<file path="src/rtl/fsq_pkg.sv">
package fsq_pkg;
  localparam int unsigned FSQ_EXP_W  = 8;
  localparam int unsigned FSQ_FRAC_W = 23;
endpackage

</file>
<file path="src/rtl/fsq_prep.sv">
module fsq_prep #(
  parameter int unsigned EXP_W  = 8,
  parameter int unsigned FRAC_W = 23
) (
  input  logic [EXP_W+FRAC_W:0]     operand,
  output logic [2*(FRAC_W+1)-1:0]   radicand,
  output logic [EXP_W-1:0]          exp_res,
  output logic                      sign_res,
  output logic                      is_zero
);
  localparam int unsigned SIG_W = FRAC_W + 1;
  localparam int unsigned HALF_BIAS = ((1 << (EXP_W - 1)) - 1) >> 1;

  logic [EXP_W-1:0] e;
  logic [SIG_W-1:0] sig;

  assign e        = operand[EXP_W+FRAC_W-1:FRAC_W];
  assign sig      = {1'b1, operand[FRAC_W-1:0]};
  assign sign_res = operand[EXP_W+FRAC_W];
  assign is_zero  = ~|operand[EXP_W+FRAC_W-1:0];

  // Odd biased exponent means even unbiased exponent: no pre-shift.
  assign radicand = e[0] ? {1'b0, sig, {FRAC_W{1'b0}}}
                         : {sig, 1'b0, {FRAC_W{1'b0}}};

  assign exp_res = {1'b0, e[EXP_W-1:1]} + EXP_W'(HALF_BIAS) + {{(EXP_W-1){1'b0}}, e[0]};
endmodule

</file>
<file path="src/rtl/fsq_nr_step.sv">
module fsq_nr_step #(
  parameter int unsigned SIG_W = 24
) (
  input  logic [SIG_W+1:0] rem_in,
  input  logic [SIG_W-1:0] root_in,
  input  logic [1:0]       pair,
  output logic [SIG_W+1:0] rem_out,
  output logic             root_bit
);
  localparam int unsigned REM_W = SIG_W + 2;

  logic             neg;
  logic [REM_W-1:0] opa;
  logic [REM_W-1:0] opb;

  assign neg = rem_in[REM_W-1];
  assign opa = {rem_in[REM_W-3:0], pair};
  // Single adder: add {q,11} after a negative remainder, else subtract {q,01}.
  assign opb = neg ? {root_in, 2'b11} : ~{root_in, 2'b01};
  assign rem_out  = opa + opb + {{(REM_W-1){1'b0}}, ~neg};
  assign root_bit = ~rem_out[REM_W-1];
endmodule

</file>
<file path="src/rtl/fsq_sqrt_iter.sv">
module fsq_sqrt_iter #(
  parameter int unsigned EXP_W  = fsq_pkg::FSQ_EXP_W,
  parameter int unsigned FRAC_W = fsq_pkg::FSQ_FRAC_W
) (
  input  logic                   clk,
  input  logic                   rst,
  input  logic                   in_valid,
  input  logic [EXP_W+FRAC_W:0]  in_data,
  output logic                   busy,
  output logic                   out_valid,
  output logic [EXP_W+FRAC_W:0]  out_data
);
  localparam int unsigned WORD_W = EXP_W + FRAC_W + 1;
  localparam int unsigned SIG_W  = FRAC_W + 1;
  localparam int unsigned RAD_W  = 2 * SIG_W;
  localparam int unsigned REM_W  = SIG_W + 2;
  localparam int unsigned CNT_W  = $clog2(SIG_W);
  localparam logic [CNT_W-1:0] LAST = CNT_W'(SIG_W - 1);

  logic [RAD_W-1:0]  prep_rad;
  logic [EXP_W-1:0]  prep_exp;
  logic              prep_sign;
  logic              prep_zero;

  logic [RAD_W-1:0]  rad_q;
  logic [REM_W-1:0]  rem_q;
  logic [SIG_W-1:0]  root_q;
  logic [EXP_W-1:0]  exp_q;
  logic              sign_q;
  logic              zero_q;
  logic [CNT_W-1:0]  cnt_q;
  logic              active_q;
  logic              busy_q;
  logic              ovalid_q;
  logic [WORD_W-1:0] odata_q;

  logic [REM_W-1:0]  rem_n;
  logic              bit_n;
  logic              accept;
  logic              last;

  fsq_prep #(.EXP_W(EXP_W), .FRAC_W(FRAC_W)) u_prep (
    .operand  (in_data),
    .radicand (prep_rad),
    .exp_res  (prep_exp),
    .sign_res (prep_sign),
    .is_zero  (prep_zero)
  );

  fsq_nr_step #(.SIG_W(SIG_W)) u_step (
    .rem_in   (rem_q),
    .root_in  (root_q),
    .pair     (rad_q[RAD_W-1 -: 2]),
    .rem_out  (rem_n),
    .root_bit (bit_n)
  );

  assign accept = in_valid & ~busy_q;
  assign last   = active_q & (cnt_q == LAST);

  always_ff @(posedge clk) begin
    if (rst) begin
      rad_q    <= '0;
      rem_q    <= '0;
      root_q   <= '0;
      exp_q    <= '0;
      sign_q   <= 1'b0;
      zero_q   <= 1'b0;
      cnt_q    <= '0;
      active_q <= 1'b0;
      busy_q   <= 1'b0;
      ovalid_q <= 1'b0;
      odata_q  <= '0;
    end else begin
      ovalid_q <= last;
      if (last) begin
        odata_q <= zero_q ? '0 : {sign_q, exp_q, root_q[FRAC_W-2:0], bit_n};
      end
      if (accept) begin
        rad_q    <= prep_rad;
        exp_q    <= prep_exp;
        sign_q   <= prep_sign;
        zero_q   <= prep_zero;
        rem_q    <= '0;
        root_q   <= '0;
        cnt_q    <= '0;
        active_q <= 1'b1;
        busy_q   <= 1'b1;
      end else if (active_q) begin
        rad_q  <= rad_q << 2;
        rem_q  <= rem_n;
        root_q <= {root_q[SIG_W-2:0], bit_n};
        cnt_q  <= cnt_q + 1'b1;
        if (cnt_q == LAST - 1'b1) busy_q <= 1'b0;
        if (last) active_q <= 1'b0;
      end
    end
  end

  assign busy      = busy_q;
  assign out_valid = ovalid_q;
  assign out_data  = odata_q;
endmodule

</file>
<file path="config.mk">
export PLATFORM = sky130hd
export DESIGN_NAME = fsq_sqrt_iter
export DESIGN_NICKNAME = d
export VERILOG_FILES = /design/src/rtl/fsq_pkg.sv /design/src/rtl/fsq_prep.sv /design/src/rtl/fsq_nr_step.sv /design/src/rtl/fsq_sqrt_iter.sv
export SDC_FILE = /design/constraint.sdc
export NUM_CORES = 1
export LEC_CHECK = 0
export BUFFER_PORTS_ARGS = -buffer_cell sky130_fd_sc_hd__buf_4
export CAP_MARGIN = 20
export CORE_ASPECT_RATIO = 0.8
export CORE_MARGIN = 10
export CORE_UTILIZATION = 36
export CTS_CLUSTER_DIAMETER = 60
export DETAILED_ROUTE_END_ITERATION = 12
export RECOVER_POWER = 50
export SYNTH_ARGS = -nofsm -noshare
export SYNTH_HDL_FRONTEND = slang
export SYNTH_SLANG_ARGS = --single-unit
</file>
<file path="constraint.sdc">
create_clock -name clk -period 3.3 [get_ports clk]
set_input_delay 0.99 -clock clk [delete_from_list [all_inputs] [get_ports clk]]
set_output_delay 0.99 -clock clk [all_outputs]
set_load 0.03 [all_outputs]
</file>
==> flow_summary_export.csv <==
group,metric,value,unit
detailed_routing,drcViolationCount,0,
job,maxCapViolations,0,
setup_path,r2r_cells,9,
timing,setup_viol,0,
run_status,status,"finished clean",
layout,drive_above_1_share,14.3,%
synth,yosysSeqAreaShare,36.7,%
timing,rsz0062_at_grt,"false",
floorplan,die_w,173,microns
synth,synth_top_area_share,36.7,%
placed_design,routabilityCongestion,0.892,
detailed_routing,wire_per_inst,16.0,microns
cts,root_buffer,"clkbuf_16",
min_path,hp-start,"sign_q$_SDFFE_PP0P_",
floorplan,start_util,37.0,%
layout,syn_to_final_growth,18.3,%
detailed_routing,wirelength,17500,microns
setup_path,cp.arrival,3.17,ns
detailed_routing,num_vias,5797,
timing,worst_pin_slew,1.30,ns
timing,relSlewSlack,13.6,%
cts,clockBufferDepth,2,
layout,fin_cells,1092,
setup_path,worstPathRequired,3.61,ns
layout,layout.nets,892,
floorplan,num_rows,44,
synth,yosysMostFrequentCell,"dfxtp_1",
cts,cts_setup_buffers,0,
cts,clkTransAtPathRegs,0.06,ns
cts,cts_tree,"yes",
timing,fin_crit_sh,86.7,%
placed_design,hpwl,12100,microns
global_route,grt_max_degree,66,
layout,utilization,43.8,%
detailed_routing,vias_per_cell,5.31,
layout,multi_input_area,3970,sq um
global_route,grtUsageTotal,14.4,%
synth,synth_flop_cell,"dfxtp_1",
setup_path,critPathCaptureType,"flip-flop",
layout,design_area,8000,sq um
setup_path,worst-setup-path-type,"flip-flop to flip-flop",
timing,timing.final.ws_setup,0.438,ns
floorplan,core,18300,sq um
setup_path,critPathTopFamily,"compound AO/OA/AOI/OAI gates",
setup_path,path_buf_inv,1,
pwr,irDropWorstVdd,353,uV
synth,yosysTopAreaCell,"dfxtp_1",
synth,ys_top_cells_by_count,"124 x dfxtp_1, 92 x nor2_1, 66 x a21oi_1",
pwr,finalPower,4.75,mW
timing,fin_skew,0.00980,ns
min_path,min_delay_worst_endpoint,"sign_q$_SDFFE_PP0P_",
synth,synth.cell_area,6760,sq um
setup_path,rrSetupSlack,0.44,ns
cts,cts_resized,0,
floorplan,io_pins,69,
timing,timing.hold.ws,0.464,ns
placed_design,dp.cells,1061,
synth,synth_enable_flop_cells,0,
pwr,p_per_area,594,nW/um^2
cts,numCtsBuffers,17,
timing,fin_crit,2.86,ns
timing,drv_slew,0,
layout,fill_cells,1823,
placed_design,pre_cts_ws,0.499,ns
detailed_routing,drtIter0Drc,370,
global_route,grt_pass1_vias,5697,
setup_path,worstReg2RegEnd,"rem_q[25]$_SDFFE_PP0P_",
setup_path,path_cells,"buf_12, xnor2_1, ha_1, a21oi_1, o21a_1, o221ai_2, a221o_1, or4_1, and3_1",
setup_path,startpoint_type,"flip-flop",
setup_path,cp_max_fo,28,
setup_path,cpPeakStageDelay,0.47,ns
min_path,holdPathStages,2,
global_route,overflow,0,
floorplan,die_h,143,microns
pwr,power_leakage,3.04,nW
detailed_routing,drt_first_pass_iters,6,
timing,fmax,0.349,GHz
setup_path,r2r-start,"rem_q[25]$_SDFFE_PP0P_",
synth,yosys_warnings,0,
cts,cts_hold_buf,0,
min_path,worstHoldPathType,"flip-flop to flip-flop",
detailed_routing,drtAntennaViolNets,0,
synth,netlist_instances,787,
setup_path,slowest_stage,"or4_1",
synth,synthTopCellsByArea,"dfxtp_1 37%, mux2i_1 7.7%, a211oi_1 6.1%",
setup_path,cp-startpoint,"rem_q[25]$_SDFFE_PP0P_",
floorplan,die_area,24700,sq um
synth,avgSynthCellArea,8.59,sq um
cts,htree_levels,4,
placed_design,place_area,7460,sq um
synth,ys_async_sr_fraction,0,%
global_route,antenna_found_initial,0,
timing,timing.final.hold_violations,0,
layout,diodes,0,
cts,clock_latency,0.42,ns
timing,fin_setup_tns,0,ns
synth,syn-num-nets,852,
global_route,grt_pass1_wl,29400,microns
layout,seq_area,2480,sq um
cts,clock_sink_count,124,
synth,synth_seq_cells,124,
synth,synth_cell_types,62,
placed_design,io_buffers,68,
==> per-layer routing <==
metal | GRT usage [%] | vias to the layer above | wire (microns)
met2 | 20.6 | 113 | 7090
met5 | 0 | - | 0
met1 | 20.4 | 2713 | 9390
met3 | 3.92 | 19 | 753
met4 | 4.44 | 0 | 231
li1 | - | 2952 | -
==> sequential cells by signal, summed over array words and instances, names as in the netlist <==
register	flops
cnt_q	5
busy	1
rem_q	25
active_q	1
out_data	32
rad_q	25
sign_q	1
zero_q	1
out_valid	1
exp_q	8
root_q	24
==> worst reg2reg max path, stage by stage, from the launching register on <==
cell	delay (ns)
dfxtp_1	0.35
buf_12	0.23
xnor2_1	0.12
ha_1	0.37
a21oi_1	0.21
o21a_1	0.22
o221ai_2	0.16
a221o_1	0.45
or4_1	0.47
and3_1	0.17
==> cell families (layout without fill, tap and decap cells) <==
kind of cell / Yosys count / count (layout) / share of synthesized area [%]
AOI/OAI and AO/OA: 196 / 196 / 20.0
xor gates and xnor gates: 38 / 38 / 4.92
adders and majority gates: 30 / 30 / 5.55
buffers and inverters: 73 / 125 / 4.54
DFF: 124 / 124 / 36.7
muxes: 52 / 52 / 7.70
and+or+nand+nor: 274 / 274 / 20.5
==> cell usage in the layout (no fill, tap or decap), types with 3 or more instances in the layout <==
cell type	Yosys	layout
nor3b_1	31	31
a21o_1	6	6
nand3b_1	3	3
nor2b_1	26	26
o211ai_1	3	3
nand2_1	42	42
or4_1	5	5
and3_1	4	4
a31oi_1	4	4
o22ai_1	3	3
a32oi_1	4	4
clkbuf_1	34	3
nor2_1	92	92
inv_1	13	13
nor3_1	12	12
buf_4	3	76
clkbuf_16	0	17
nand4_1	12	12
o21a_1	5	5
a21oi_1	66	66
mux2i_1	52	52
ha_1	30	30
xor2_1	7	7
nand3_1	26	26
nor4_1	9	9
o21ai_0	17	17
dfxtp_1	124	123
a211oi_1	55	55
or3_1	5	5
clkbuf_2	0	3
a311oi_1	3	3
o211a_1	4	4
clkinv_2	0	3
xnor2_1	31	31
==> area by class of cell <==
type | instances | area share (%)
multi-input cells | 590 | 49.7
flip-flops and latches | 124 | 31.1
repair buffers | 80 | 7.57
clock buffers | 21 | 5.63
well taps | 253 | 3.96
clock inverters | 10 | 1.45
inverters | 14 | 0.657
==> where the power goes <==
group          switching [mW]  internal [mW]  total [mW]
logic                   0.765          0.527        1.29
clock network           0.685           1.13        1.81
registers              0.0648           1.58        1.65
==> worst max-delay path by stage <==
stage,to,depth (start not counted)
6_report,rem_q[25]$_SDFFE_PP0P_,9
3_3_place_gp,rem_q[25]$_SDFFE_PP0P_,9
3_5_place_dp,rem_q[25]$_SDFFE_PP0P_,9
4_1_cts,rem_q[25]$_SDFFE_PP0P_,9
2_1_floorplan,rem_q[25]$_SDFFE_PP0P_,10
5_1_grt,rem_q[25]$_SDFFE_PP0P_,9
(Power assumes the default switching activity.)
